==> src/rtl/dbg_scan_pkg.sv <==
package dbg_scan_pkg;

  typedef enum logic [2:0] {
    ST_TLRESET = 3'd0,
    ST_IDLE    = 3'd1,
    ST_CAPTURE = 3'd2,
    ST_SHIFT   = 3'd3,
    ST_EXIT1   = 3'd4,
    ST_PAUSE   = 3'd5,
    ST_EXIT2   = 3'd6,
    ST_UPDATE  = 3'd7
  } tap_state_e;

  typedef enum logic [1:0] {
    IN_BYPASS = 2'd0,
    IN_MASK   = 2'd1,
    IN_DBGRST = 2'd2,
    IN_WORDS  = 2'd3
  } scan_instr_e;

endpackage

==> src/rtl/dbg_dr_shift.sv <==
// Capture/shift stage of one data register; rising-edge domain.
module dbg_dr_shift #(
  parameter int W = 16
) (
  input  logic         clk,
  input  logic         rst,
  input  logic         cap_en,
  input  logic         shift_en,
  input  logic         sin,
  input  logic [W-1:0] par_in,
  output logic [W-1:0] sr_o
);

  logic [W-1:0] sr_q;

  generate
    if (W == 1) begin : g_single
      always_ff @(posedge clk) begin
        if (rst)           sr_q <= '0;
        else if (cap_en)   sr_q <= par_in;
        else if (shift_en) sr_q <= sin;
      end
    end else begin : g_multi
      always_ff @(posedge clk) begin
        if (rst)           sr_q <= '0;
        else if (cap_en)   sr_q <= par_in;
        else if (shift_en) sr_q <= {sin, sr_q[W-1:1]};
      end
    end
  endgenerate

  assign sr_o = sr_q;

  AST_CAPTURE_LOADS: assert property (@(posedge clk) disable iff (rst)
    ($past(cap_en) && !$past(rst)) |-> (sr_q == $past(par_in)));

  AST_SHIFT_ENTRY: assert property (@(posedge clk) disable iff (rst)
    ($past(shift_en) && !$past(cap_en) && !$past(rst)) |-> (sr_q[W-1] == $past(sin)));

  AST_IDLE_HOLD: assert property (@(posedge clk) disable iff (rst)
    (!$past(shift_en) && !$past(cap_en) && !$past(rst)) |-> $stable(sr_q));

endmodule

==> src/rtl/dbg_word_bank.sv <==
// Bus-visible words updated from the scan chain on the falling edge.
module dbg_word_bank #(
  parameter int NUM_WORDS = 4,
  parameter int WORD_W    = 16,
  parameter int ADDR_W    = 2
) (
  input  logic                        clk,
  input  logic                        rst,
  input  logic                        upd_en,
  input  logic [NUM_WORDS*WORD_W-1:0] chain_in,
  input  logic                        bus_we,
  input  logic [ADDR_W-1:0]           bus_addr,
  input  logic [WORD_W-1:0]           bus_wdata,
  output logic [NUM_WORDS*WORD_W-1:0] words_o
);

  logic [WORD_W-1:0] word_q [NUM_WORDS];

  for (genvar k = 0; k < NUM_WORDS; k++) begin : g_word
    logic hit;
    assign hit = bus_we && (int'(bus_addr) == k);

    always_ff @(negedge clk) begin
      if (rst)         word_q[k] <= '0;
      else if (hit)    word_q[k] <= bus_wdata;
      else if (upd_en) word_q[k] <= chain_in[k*WORD_W +: WORD_W];
    end

    assign words_o[k*WORD_W +: WORD_W] = word_q[k];
  end

  AST_BUS_WINS: assert property (@(negedge clk) disable iff (rst)
    ($past(bus_we) && !$past(rst) && (int'($past(bus_addr)) < NUM_WORDS))
      |-> (word_q[$past(bus_addr)] == $past(bus_wdata)));

  AST_WORDS_HOLD: assert property (@(negedge clk) disable iff (rst)
    (!$past(bus_we) && !$past(upd_en) && !$past(rst)) |-> $stable(words_o));

endmodule

==> src/rtl/dbg_scan_bank.sv <==
module dbg_scan_bank
  import dbg_scan_pkg::*;
#(
  parameter int NUM_WORDS = 4,
  parameter int WORD_W    = 16,
  parameter int MASK_W    = 8,
  parameter int ADDR_W    = (NUM_WORDS > 1) ? $clog2(NUM_WORDS) : 1
) (
  input  logic                        tck,
  input  logic                        rst,
  input  logic                        tdi,
  input  logic [2:0]                  tap_state,
  input  logic [1:0]                  instr,
  input  logic                        bus_we,
  input  logic [ADDR_W-1:0]           bus_addr,
  input  logic [WORD_W-1:0]           bus_wdata,
  output logic                        tdo,
  output logic                        tdo_oe,
  output logic                        dbg_rst,
  output logic [MASK_W-1:0]           dbg_mask,
  output logic [NUM_WORDS*WORD_W-1:0] words
);

  localparam int CHAIN_W = NUM_WORDS * WORD_W;

  logic in_cap, in_shift, in_upd;
  logic sel_byp, sel_mask, sel_words;

  assign in_cap    = (tap_state == ST_CAPTURE);
  assign in_shift  = (tap_state == ST_SHIFT);
  assign in_upd    = (tap_state == ST_UPDATE);
  assign sel_mask  = (instr == IN_MASK);
  assign sel_words = (instr == IN_WORDS);
  assign sel_byp   = !sel_mask && !sel_words;

  // bypass stage
  logic byp_sr;
  dbg_dr_shift #(.W(1)) i_byp (
    .clk(tck), .rst(rst),
    .cap_en(in_cap && sel_byp), .shift_en(in_shift && sel_byp),
    .sin(tdi), .par_in(1'b0), .sr_o(byp_sr)
  );

  // mask scan register and its parallel side
  logic [MASK_W-1:0] mask_sr;
  logic [MASK_W-1:0] mask_q;
  dbg_dr_shift #(.W(MASK_W)) i_mask_sr (
    .clk(tck), .rst(rst),
    .cap_en(in_cap && sel_mask), .shift_en(in_shift && sel_mask),
    .sin(tdi), .par_in(mask_q), .sr_o(mask_sr)
  );

  always_ff @(negedge tck) begin
    if (rst)                  mask_q <= '0;
    else if (in_upd && sel_mask) mask_q <= mask_sr;
  end

  // word chain: stage NUM_WORDS-1 at TDI, stage 0 at TDO
  logic [CHAIN_W-1:0] chain_sr;
  logic [NUM_WORDS*WORD_W-1:0] words_int;

  for (genvar k = 0; k < NUM_WORDS; k++) begin : g_stage
    logic stage_sin;
    if (k == NUM_WORDS - 1) begin : g_head
      assign stage_sin = tdi;
    end else begin : g_link
      assign stage_sin = chain_sr[(k+1)*WORD_W];
    end
    dbg_dr_shift #(.W(WORD_W)) i_stage (
      .clk(tck), .rst(rst),
      .cap_en(in_cap && sel_words), .shift_en(in_shift && sel_words),
      .sin(stage_sin), .par_in(words_int[k*WORD_W +: WORD_W]),
      .sr_o(chain_sr[k*WORD_W +: WORD_W])
    );
  end

  dbg_word_bank #(.NUM_WORDS(NUM_WORDS), .WORD_W(WORD_W), .ADDR_W(ADDR_W)) i_bank (
    .clk(tck), .rst(rst),
    .upd_en(in_upd && sel_words), .chain_in(chain_sr),
    .bus_we(bus_we), .bus_addr(bus_addr), .bus_wdata(bus_wdata),
    .words_o(words_int)
  );

  // falling-edge outputs
  logic tdo_q, oe_q, dbgrst_q;
  logic lsb_sel;

  always_comb begin
    case (instr)
      IN_MASK:  lsb_sel = mask_sr[0];
      IN_WORDS: lsb_sel = chain_sr[0];
      default:  lsb_sel = byp_sr;
    endcase
  end

  always_ff @(negedge tck) begin
    if (rst) begin
      tdo_q    <= 1'b0;
      oe_q     <= 1'b0;
      dbgrst_q <= 1'b0;
    end else begin
      tdo_q    <= lsb_sel;
      oe_q     <= in_shift;
      dbgrst_q <= in_upd && (instr == IN_DBGRST);
    end
  end

  assign tdo      = tdo_q;
  assign tdo_oe   = oe_q;
  assign dbg_rst  = dbgrst_q;
  assign dbg_mask = mask_q;
  assign words    = words_int;

  AST_OE_ONLY_SHIFT: assert property (@(negedge tck) disable iff (rst)
    (oe_q && !$past(rst)) |-> ($past(tap_state) == ST_SHIFT));

  AST_DBGRST_SOURCE: assert property (@(negedge tck) disable iff (rst)
    (dbgrst_q && !$past(rst)) |-> ($past(instr) == IN_DBGRST && $past(tap_state) == ST_UPDATE));

  AST_MASK_HOLD: assert property (@(negedge tck) disable iff (rst)
    (!$past(rst) && !($past(tap_state) == ST_UPDATE && $past(instr) == IN_MASK))
      |-> $stable(mask_q));

endmodule

==> config.mk <==
export PLATFORM = sky130hd
export DESIGN_NAME = dbg_scan_bank
export DESIGN_NICKNAME = d
export VERILOG_FILES = /design/src/rtl/dbg_scan_pkg.sv /design/src/rtl/dbg_dr_shift.sv /design/src/rtl/dbg_word_bank.sv /design/src/rtl/dbg_scan_bank.sv
export SDC_FILE = /design/constraint.sdc
export NUM_CORES = 1
export LEC_CHECK = 0
export BUFFER_PORTS_ARGS = -buffer_cell sky130_fd_sc_hd__buf_2
export CAP_MARGIN = 15
export CORE_MARGIN = 4
export CORE_UTILIZATION = 25
export CTS_CLUSTER_SIZE = 10
export DETAILED_ROUTE_END_ITERATION = 6
export SLEW_MARGIN = 10
export SYNTH_ARGS = -nofsm -noshare
export SYNTH_HDL_FRONTEND = slang
export SYNTH_HIERARCHICAL = 1
export SYNTH_SLANG_ARGS = --single-unit
==> constraint.sdc <==
create_clock -name tck -period 8.78 [get_ports tck]
set_input_delay 1.756 -clock tck [delete_from_list [all_inputs] [get_ports tck]]
set_output_delay 1.756 -clock tck [all_outputs]
set_load 0.005 [all_outputs]
---- After elaboration in Yosys (flattened, before gate mapping) ----
Memory sizes are Yosys's and may differ from the RTL's.
Index checks and enable logic that the tools add are counted.
cells by class
  add/sub/neg operators ................... 0
  multipliers ............................. 0
  divide/modulo/power cells ............... 0
  $lt $le $gt $ge ......................... 0
  equal/unequal tests ..................... 9
  shift-type cells ........................ 0
  muxes and demuxes ....................... 46
  bitwise gates (word level) .............. 8
  reduce and logical (&&, ||, !) cells .... 20
operator list
  operator              number
  $mux W16              16
  $mux W1               27
  $mux W8               2
  $logic_and A1 B1 Y1   14
  $eq A2 B2 Y1 const B  4
  $or A1 B1 Y1          8
  $eq A3 B2 Y1 const B  2
  $eq A2 B1 Y1 const B  2
  $reduce_bool A2 Y1    2
  $eq A3 B3 Y1 const B  1
  $logic_not A1 Y1      2
  $logic_not A2 Y1      1
  $pmux W1 S2           1
  $reduce_or A2 Y1      1
word-level totals
  flip-flop bits (word level) ............. 84
  bits in latches ......................... 0
  memory bits (writable) .................. 64
  bits in read-only memories .............. 0
  word-level logic and storage cells ...... 94
  memories kept ........................... 1
memory list
  name           words  bits a word  read ports  clocked after Yosys merged registers in  write ports  RTL line             RTL
  i_bank.word_q  4      16           4           0                                        4            dbg_word_bank.sv:17  logic [WORD_W-1:0] word_q [NUM_WORDS];

---- Logic depth before layout (Yosys ltp) ----
Gate-level depths: netlist of run 1.
  depth in word-level cells ............... 7
  depth in mapped cells ................... 7

---- By module ----
The synthesis of run 1 kept the hierarchy.
by module, submodules not included
  module                                 instances  cells each  area each (µm²)  sequential area each (µm²)
  dbg_dr_shift (g_stage[0].i_stage ...)  4          71          805.8            320.3
  dbg_word_bank                          1          197         3000.4           1921.8
  dbg_scan_bank                          1          57          545.5            220.2
  dbg_dr_shift (i_mask_sr)               1          35          369.1            160.2
  dbg_dr_shift (i_byp)                   1          5           52.6             20.0

==> summary.md, run 1 <==
| Metric | Value |
|---|---|
| Multi-input gate area | `3240 um2` |
| CP required | `4.45 ns` |
| Commonest non-fill, non-tap cell in the layout | `buf_2` |
| Mean Syn Cell Area | `12.4 um2` |
| CP arrival | `around 3.2 ns` |
| Fillers | `2933` |
| Cells after synthesis | `578` |
| Worst Hold Margin | `0.482 ns` |
| Clock slew at reported path FFs | `approximately 0.03 ns` |
| Relative slew margins | `36.6%` |
| Largest net degree at the start of global routing | `slightly below 70` |
| Mean number of vias per cell | `4.76` |
| Worst-margin pin slew | `0.943 ns` |
| First-pass GRT wire length | `about 32000 um` |
| Final hold viol count | `0` |
| Crit Reg-Reg Startpoint | `i_bank/word_q[1][9]` |
| Crit path from | `instr[0]` |
| Yosys reg bits | `148` |
| Count of cell types in the netlist | `32` |
| Outcome | `complete, no violations` |
| Main synth FF type | `dfxtp_1` |
| Routed WL | `20800 um` |
| Setup-failing EPs final | `0` |
| Number of port buffers | `approximately 100` |
| Max VDD drop | `roughly 140 uV` |
| CTS tree | `yes` |
| Mux cell area share after synthesis | `13.6%` |
| Worst setup SP type | `primary input` |
| Antenna diode count | `0` |
| RSZ-0062 raised after global routing | `false` |
| Chip height | `178 um` |
| Via Count | `roughly 5300` |
| Synthesized area | `between 7000 and 8000 um2` |
| Compound-gate portion of the synthesized area | `17.3%` |
| Yosys top cell area share | `26.7%` |
| DRC violations left | `0` |
| Post-DP HPWL | `~13000 um` |
| H-tree depth | `4` |
| Commonest non-fill, non-tap cells in the layout | `100 x buf_2, 98 x mux2i_1, 84 x dfxtp_1` |
| Synth Area in Simple Gates | `13.7%` |
| Deepest clock path buffer count | `2` |
| Clk_lat worst skew | `approximately 0.47 ns` |
| Die width | `around 180 um` |
| Routed Antenna Nets | `0` |
| Worst Min Path Start | `dbg_mask[1]` |
| Hold depth | `2` |
| Initial antenna violation count | `0` |
| Gr usage total | `13.2%` |
| Cell Pwr Density | `197 nW/um2` |
| Cell taking the most area after synthesis | `edfxtp_1` |
| DRT Pass-1 Iters | `5` |
| Final-stage net count | `between 700 and 800` |
| I/O Pins | `102` |
| Max FO, Critical Path | `18` |
| Setup TNS | `0 ns` |
| Setup CP Type | `in -> reg` |
| Post-CTS setup repair buffer count | `0` |
| Sequential fraction of the synthesis area | `50.1%` |
| Worst min path class | `reg -> reg` |
| Clk root buf | `clkbuf_16` |
| Resize count post-CTS | `0` |
| Post-synthesis async set-or-reset flop share | `0%` |
| Avg WL per Cell | `about 19 um` |
| Vias in the first global route | `5242` |
| Core Rows | `61` |
| Adder-Cell Fraction of Synth Area | `0%` |
| Synthesis-to-layout area growth | `22.4%` |
| Critical path endpoint category | `flip-flop` |
| Leakage power | `3.35 nW` |
| Cells on worst reg2reg path | `2` |
| Die area | `around 32000 um2` |
| Total CTS buffers | `17` |
| Syn nets | `605` |
| Max cap viols | `0` |
| Clk sink count | `148` |
| Initial DRC count | `462` |
| Clock skew after layout | `0.0536 ns` |
| Synth top area cells | `edfxtp_1 27%, dfxtp_1 23%, mux2i_1 14%` |
| Post-synth EDFFs | `64` |
| Hold Buf Count CTS | `0` |
| Largest family of logic cells by synthesized area | `compound AO/OA/AOI/OAI gates` |
| Share of layout cells above drive strength 1 | `between 20% and 30%` |
| Congestion Overflow GR | `0` |
| Final Max Slew Viols | `0` |
| XOR/XNOR share of the synthesized area | `0%` |
| YS warnings | `6` |
| Initial core utilization | `between 20% and 30%` |
| Gpl congestion | `0.780` |
| Core ar. | `28100 um2` |
| FF/Latch Area | `3600 um2` |
[final cells by class]
type / instances / share of cell area, %
clock inverter: 88 / 4.66
multi-input combinational: 371 / 36.8
tap: 378 / 5.38
sequential: 148 / 41.0
timing repair buffer: 113 / 6.80
clock buffer: 18 / 5.12
inverter: 6 / 0.256
[synthesized netlist by cell type (5+ instances only)]
library cell	number
nor2_1	7
nor2b_1	74
clkbuf_1	13
nand3b_1	18
a211oi_1	33
buf_6	6
buf_2	17
buf_1	5
inv_1	7
a211oi_2	41
buf_4	5
a32o_1	48
dfxtp_1	84
nand2b_1	34
mux2i_1	98
edfxtp_1	64
[layer usage]
layer / GRT usage [%] / part of all wire [%]
met1: 19.4 / 47
met5: 0 / 0
met3: 2.45 / 6.7
met2: 19.9 / 45
met4: 3.06 / 1.2
[cells by family (layout without fill, tap and decap cells)]
family / Yosys count / in the layout
and+or+nand+nor: 150 / 150
DFF: 148 / 148
AOI/OAI and AO/OA: 122 / 122
muxes: 98 / 98
buffers and inverters: 59 / 225
other: 1 / 1
[power breakdown]
| part | leakage, nW | internal [W] | switching [W] | total, W |
|---|---|---|---|---|
| sequential | 1.37 | 0.000746 | 0.0000160 | 0.000762 |
| combinational | 1.29 | 0.0000406 | 0.0000711 | 0.000112 |
| clock | 0.690 | 0.000458 | 0.000405 | 0.000863 |
[final timing paths]
check	endpoint	slack, ns
hold reg to reg	dbg_mask[1]	0.48
setup reg to reg	g_stage[1].i_stage/sr_o[9]	3.54
setup / recovery	i_bank/word_q[3][14]	1.25
hold / removal	dbg_mask[1]	0.48
[registers in the layout (all words and copies together) (netlist names)]
signal / flops
dbg_mask: 8
tdo_oe: 1
i_bank/word_q: 64
i_mask_sr/sr_o: 8
tdo: 1
dbg_rst: 1
g_stage.i_stage/sr_o: 64
i_byp/sr_o: 1
[critical path, stage by stage]
cell     delay [ns]
buf_2          0.15
nand2_1        0.14
nor2_1         0.13
buf_4          0.26
nor2_1         0.13
nand2_1        0.61
[per-stage QoR]
| step | utilization, % | worst slack [ns] | cells | power, W | cell area [um2] |
|---|---|---|---|---|---|
| 6_report | 31.3 | 1.25 | 1122 | 0.00174 | 8800 |
| 5_1_grt | 31.3 | 1.13 | 1122 | 0.00181 | 8800 |
| 4_1_cts | 31.3 | 1.26 | 1122 | 0.00175 | 8800 |
| 3_5_place_dp | 28.3 | 0.826 | 1018 | 0.000938 | 7950 |
| 3_3_place_gp | 28.3 | 0.824 | 1018 | 0.000938 | 7950 |
| 2_1_floorplan | - | 1.13 | 578 | 0.000883 | 7190 |
Note: power is estimated with default switching activity, not from simulation.
==> inputs of run 2 (changes only) <==
--- a/config.mk
+++ b/config.mk
@@ -9,10 +9,8 @@
 export CAP_MARGIN = 15
 export CORE_MARGIN = 4
 export CORE_UTILIZATION = 25
-export CTS_CLUSTER_SIZE = 10
 export DETAILED_ROUTE_END_ITERATION = 6
 export SLEW_MARGIN = 10
 export SYNTH_ARGS = -nofsm -noshare
 export SYNTH_HDL_FRONTEND = slang
-export SYNTH_HIERARCHICAL = 1
 export SYNTH_SLANG_ARGS = --single-unit
==> run 2 against run 1 <==
First-iteration DRC count down 7.8%. Sequential cell count unchanged. Synthesized cell count up 1.2%. Worst hold slack better by 0.0033 ns. Die area down 8.9%. Global-route usage up 0.055 points. Sequential power up 2%. Critical endpoint is now i_bank.word_q[0][14]. Largest power group unchanged.
==> summary.md, run 2 <==
| Metric | Value |
|---|---|
| Outcome | `complete, no violations` |
| Clk sink count | `148` |
| Initial DRC count | `roughly 430` |
| H-tree depth | `4` |
| Total CTS buffers | `17` |
| Adder-Cell Fraction of Synth Area | `0%` |
| Chip height | `between 150 and 200 um` |
| Die width | `between 150 and 200 um` |
| Cell Pwr Density | `222 nW/um2` |
| Setup-failing EPs final | `0` |
| Compound-gate portion of the synthesized area | `15.9%` |
| Synth top cells by count | `84 x dfxtp_1, 80 x mux2i_1, 75 x nor2_1, 73 x a211oi_1, 64 x edfxtp_1` |
| CTS tree | `yes` |
| Fillers | `2629` |
| Initial antenna violation count | `0` |
| Final Max Slew Viols | `0` |
| Gr usage total | `13.2%` |
| I/O Pins | `102` |
| CP Cell Sequence | `buf_2 > or3b_1 > buf_4 > or3b_1` |
| YS warnings | `0` |
| WP depth | `4` |
| Sequential fraction of the synthesis area | `55.2%` |
| Post-DP HPWL | `about 13000 um` |
| CP peak stage delay | `between 0.6 and 0.7 ns` |
| Synth Area in Simple Gates | `12.7%` |
| Worst min path class | `reg -> reg` |
| Initial core utilization | `25.7%` |
| DRT Pass-1 Iters | `4` |
| Cells after synthesis | `slightly below 600` |
| Synthesized area | `around 6500 um2` |
| Syn nets | `between 600 and 700` |
| Die area | `28700 um2` |
| Routed Antenna Nets | `0` |
| Worst setup SP type | `primary input` |
| Cells on worst reg2reg path | `2` |
| Setup TNS | `0 ns` |
| Avg WL per Cell | `between 15 and 20 um` |
| Gpl congestion | `0.750` |
| Mux cell area share after synthesis | `between 10% and 20%` |
| Largest family of logic cells by synthesized area | `compound AO/OA/AOI/OAI gates` |
| Post-synth EDFFs | `64` |
| Mean Syn Cell Area | `about 11 um2` |
| Final-stage net count | `762` |
| Most frequent cell after synthesis | `dfxtp_1` |
| Hold depth | `2` |
| Main synth FF type | `dfxtp_1` |
| Commonest non-fill, non-tap cells in the layout | `99 x buf_2, 84 x dfxtp_1, 80 x mux2i_1` |
| Clock slew at reported path FFs | `0.03 ns` |
| Final hold viol count | `0` |
| Max VDD drop | `146 uV` |
| Share of layout cells above drive strength 1 | `19.8%` |
| Most common cell on crit path | `or3b_1` |
| Routed WL | `19200 um` |
| Post-CTS setup repair buffer count | `0` |
| Post-place setup slack | `~0.81 ns` |
| Multi-input gate area | `2670 um2` |
| Clock skew after layout | `0.0379 ns` |
| Count of cell types in the netlist | `30` |
| RSZ-0062 raised after global routing | `false` |
| Critical path endpoint category | `flip-flop` |
| CP required | `4.46 ns` |
| Max cap viols | `0` |
| CP arrival | `3.20 ns` |
| Deepest clock path buffer count | `2` |
| XOR/XNOR share of the synthesized area | `0%` |
| Leakage power | `about 3.4 nW` |
| Relative slew margins | `a little over a quarter` |
| Worst path top cell family by delay | `simple AND/OR/NAND/NOR gates` |
| Setup CP Type | `in -> reg` |
| Number of port buffers | `between 100 and 150` |
| Core ar. | `25400 um2` |
| Commonest non-fill, non-tap cell in the layout | `buf_2` |
| Vias in the first global route | `4803` |
| Synth top area cells | `edfxtp_1 29%, dfxtp_1 26%, mux2i_1 12%` |
| DRC violations left | `0` |
| Largest net degree at the start of global routing | `roughly 110` |
| FF/Latch Area | `3600 um2` |
| Antenna diode count | `0` |
| Yosys reg bits | `148` |
| Via Count | `roughly 5000` |
| Mean number of vias per cell | `4.74` |
| Hold Buf Count CTS | `0` |
| Resize count post-CTS | `0` |
| Final worst slack | `1.26 ns` |
| Cell taking the most area after synthesis | `edfxtp_1` |
| Max FO, Critical Path | `33` |
| Yosys top cell area share | `approximately 30%` |
| Slowest-stage cell, CP | `or3b_1` |
| Clk_lat worst skew | `0.46 ns` |
| Post-synthesis async set-or-reset flop share | `0%` |
| Worst-margin pin slew | `around 1.1 ns` |
| Core Rows | `58` |
| First-pass GRT wire length | `about 29000 um` |
| Congestion Overflow GR | `0` |
| Clk root buf | `clkbuf_16` |
| Synthesis-to-layout area growth | `25.3%` |
| Buf+Inv Stages, Crit Path | `2` |
==> run 2: changes by cell type after synthesis, moves of 40 or more <==
cell      previous run  this run
nor2_1               7        75
a32o_1              48         0
a211oi_2            41         0
a211oi_1            33        73
nor2b_1             74         0
==> run 2: kinds of logic after synthesis <==
group | after synthesis
buffers and inverters | 55
AOI/OAI and AO/OA | 139
muxes | 80
and+or+nand+nor | 163
DFF | 148
==> run 2: per-stage QoR <==
stage	cells	cell area (um2)	util, %	hold WS (ns)	power, W
finish	1078	8170	32.2	0.486	0.00181
detailed placement	972	7270	28.6	0.481	0.000973
CTS	1078	8170	32.2	0.487	0.00183
floorplan	585	6520	-	0.461	0.000910
global placement	972	7270	28.6	0.473	0.000971
global route	1078	8170	32.2	0.501	0.00190
==> run 2: cell type report <==
class,count,share of cell area [%]
clock inverter,87,4.92
inverter,1,0.0459
timing repair buffer,110,7.08
clock buffer,20,6.13
tap,330,5.05
sequential,148,44.1
multi-input combinational,382,32.7
==> run 2: power by group <==
group	internal, W	switching [W]	leakage [nW]
Clock	0.000514	0.000389	0.716
Sequential	0.000754	0.0000228	1.35
Combinational	0.0000513	0.0000801	1.29
Total	0.00132	0.000492	3.35
==> run 2: routing by layer <==
layer  up-vias  global-route usage, %  routed length (um)  share of wire (%)
met4         0                   3.78                 287                1.5
met3        18                   4.31                1210                6.3
met5         -                      0                   0                  0
met2       146                   20.4                8830                 46
met1      2463                   17.8                8850                 46
li1       2488                      -                   -                  -
==> run 2: final timing paths <==
| check | from | end | slack, ns |
|---|---|---|---|
| setup / recovery | bus_addr[1] | i_bank.word_q[0][14] | 1.26 |
| setup reg to reg | i_bank.word_q[3][15] | g_stage[3].i_stage.sr_o[15] | 3.37 |
| hold / removal | dbg_mask[6] | dbg_mask[6] | 0.49 |
| hold reg to reg | dbg_mask[6] | dbg_mask[6] | 0.49 |
==> run 2: tightest hold or removal path, delay by kind of cell, from the launching register on <==
family	cells	cell delay, ns
flip-flops	1	0.31
AND/OR/NAND/NOR	1	0.06
multiplexers	1	0.05
==> inputs of run 3 (changes only) <==
--- a/config.mk
+++ b/config.mk
@@ -5,7 +5,7 @@
 export SDC_FILE = /design/constraint.sdc
 export NUM_CORES = 1
 export LEC_CHECK = 0
-export BUFFER_PORTS_ARGS = -buffer_cell sky130_fd_sc_hd__buf_2
+export BUFFER_PORTS_ARGS = -buffer_cell sky130_fd_sc_hd__buf_4
 export CAP_MARGIN = 15
 export CORE_MARGIN = 4
 export CORE_UTILIZATION = 25
@@ -13,4 +13,5 @@
 export SLEW_MARGIN = 10
 export SYNTH_ARGS = -nofsm -noshare
 export SYNTH_HDL_FRONTEND = slang
+export SYNTH_HIERARCHICAL = 1
 export SYNTH_SLANG_ARGS = --single-unit
==> constraint.sdc (replaced) <==
create_clock -name tck -period 7.8 [get_ports tck]
set_input_delay 1.56 -clock tck [delete_from_list [all_inputs] [get_ports tck]]
set_output_delay 1.56 -clock tck [all_outputs]
set_load 0.005 [all_outputs]
==> run 3 against run 2 <==
Worst hold slack improved by 0.0023 ns. First-iteration DRC count fell by 2.8%. Global-route usage rose by 0.12 points. Critical endpoint is now i_bank/word_q[0][6]. Routed wire length rose by 10%.
==> summary.md, run 3 (synthesized netlist as in run 1, its figures left out) <==
| Metric | Value |
|---|---|
| Post-place setup slack | `around 0.37 ns` |
| Post-CTS setup repair buffer count | `0` |
| DRC violations left | `0` |
| Die width | `178 um` |
| Final worst slack | `0.836 ns` |
| Clock slew at reported path FFs | `0.05 ns` |
| Max FO, Critical Path | `48` |
| CP endpoint | `i_bank/word_q[0][6]` |
| Setup CP Type | `in -> reg` |
| Largest net degree at the start of global routing | `110` |
| Worst-margin pin slew | `approximately 1.2 ns` |
| First-pass GRT wire length | `31900 um` |
| CP peak stage delay | `roughly 1 ns` |
| Commonest non-fill, non-tap cell in the layout | `buf_4` |
| Cells on worst reg2reg path | `2` |
| Final-stage net count | `~760` |
| Final hold viol count | `0` |
| WP depth | `5` |
| Slowest-stage cell, CP | `nor2b_4` |
| Via Count | `5334` |
| CTS tree | `yes` |
| Gpl congestion | `between 0.7 and 0.8` |
| Critical path endpoint category | `flip-flop` |
| Chip height | `~180 um` |
| Die area | `~32000 um2` |
| Outcome | `complete, no violations` |
| RSZ-0062 raised after global routing | `false` |
| Core Rows | `61` |
| Number of port buffers | `101` |
| Initial core utilization | `roughly 26%` |
| Vias in the first global route | `~5200` |
| Fillers | `2893` |
| Worst path top cell family by delay | `simple AND/OR/NAND/NOR gates` |
| CP Cell Sequence | `buf_4 > nand2_1 > nor2_1 > nor2b_4 > a32o_1` |
| Relative slew margins | `around 22%` |
| Mean number of vias per cell | `between 4 and 5` |
| Congestion Overflow GR | `0` |
| Antenna diode count | `0` |
| Synthesis-to-layout area growth | `26.2%` |
| Worst setup SP type | `primary input` |
| Routed WL | `21100 um` |
| H-tree depth | `4` |
| Cell Pwr Density | `217 nW/um2` |
| CP required | `4.22 ns` |
| Hold Buf Count CTS | `0` |
| Worst min path class | `reg -> reg` |
| I/O Pins | `102` |
| Final Max Slew Viols | `0` |
| Max cap viols | `0` |
| Core ar. | `around 28000 um2` |
| Crit path from | `instr[0]` |
| DRT Pass-1 Iters | `5` |
| Worst Min Path Start | `dbg_mask[2]` |
| Gr usage total | `13.3%` |
| Worst Hold Margin | `0.488 ns` |
| Capturing point of the worst reg2reg path | `tdo` |
| Initial DRC count | `414` |
| Clock skew after layout | `0.0437 ns` |
| Setup slack, reg-to-reg | `3.03 ns` |
| Setup-failing EPs final | `0` |
| Max VDD drop | `146 uV` |
| Share of layout cells above drive strength 1 | `26.2%` |
| Crit Reg-Reg Startpoint | `g_stage[0].i_stage/sr_o[0]` |
| Routed Antenna Nets | `0` |
| Commonest non-fill, non-tap cells in the layout | `114 x buf_4, 98 x mux2i_1, 84 x dfxtp_1` |
| Post-DP HPWL | `13600 um` |
| Initial antenna violation count | `0` |
| Leakage power | `3.41 nW` |
| Buf+Inv Stages, Crit Path | `1` |
| Setup TNS | `0 ns` |
| Avg WL per Cell | `~19 um` |
| Clk sink count | `148` |
| Resize count post-CTS | `0` |
| Total CTS buffers | `17` |
| Clk root buf | `clkbuf_16` |
| CP arrival | `around 3.4 ns` |
| Clk_lat worst skew | `0.47 ns` |
| Deepest clock path buffer count | `2` |
run 3: cell types whose count changed in the layout (fill, tap and decap cells not counted), sizes merged, moves of 4 or more:
| cell | previous run | this run |
|---|---|---|
| o22ai | 32 | 0 |
| buf | 110 | 115 |
| inv | 80 | 86 |
| mux2i | 80 | 98 |
| a22o | 32 | 0 |
| nor3b | 4 | 0 |
| nor2b | 0 | 74 |
| nand2 | 34 | 4 |
| nor2 | 75 | 8 |
| nand3b | 1 | 18 |
| a32o | 0 | 48 |
run 3: tightest hold or removal path, stage by stage (launching register included):
cell and delay (ns):
dfxtp_1 0.31, nand2b_1 0.07, mux2i_1 0.06
run 3: area by class of cell:
class                           instances  area, um2  share of cell area [%]
Sequential cell                       148       3600                    39.7
Multi-Input combinational cell        371       3240                    35.7
Timing Repair Buffer                  115        876                    9.65
Tap cell                              378        473                    5.21
Clock buffer                           19        454                    5.00
Clock inverter                         88        408                    4.49
Inverter                                6       22.5                   0.248
run 3: where the power goes:
part | internal [W] | total [W] | switching [W] | leakage [nW]
clock | 0.000516 | 0.000973 | 0.000457 | 0.685
sequential | 0.000839 | 0.000859 | 0.0000200 | 1.37
combinational | 0.0000597 | 0.000139 | 0.0000791 | 1.35
total | 0.00142 | 0.00197 | 0.000556 | 3.41
run 3: through the flow:
step	std cells	util [%]	instance area (um2)	power [W]
final	1125	32.3	9080	0.00197
after global routing	1125	32.3	9080	0.00207
after CTS	1125	32.3	9080	0.00199
after detailed placement	1020	29.3	8220	0.00107
after global placement	1020	29.3	8220	0.00107
after floorplan	578	-	7190	0.000994
run 3: how the worst min path moves through the flow:
stage | slack (ns) | depth (start not counted) | endpoint
after floorplan | 0.48 | 2 | dbg_mask[4]
after global placement | 0.48 | 2 | dbg_mask[1]
after detailed placement | 0.49 | 2 | dbg_mask[6]
after CTS | 0.49 | 2 | dbg_mask[1]
after global routing | 0.53 | 2 | dbg_mask[5]
final | 0.49 | 2 | dbg_mask[2]
run 3: layer usage:
layer | part of all wire, % | track usage [%] | up-vias
met1 | 47 | 19.1 | 2639
met2 | 46 | 20.3 | 175
met4 | 0.70 | 2.93 | 0
li1 | - | - | 2512
met5 | 0 | 0 | -
met3 | 6.1 | 3.32 | 8
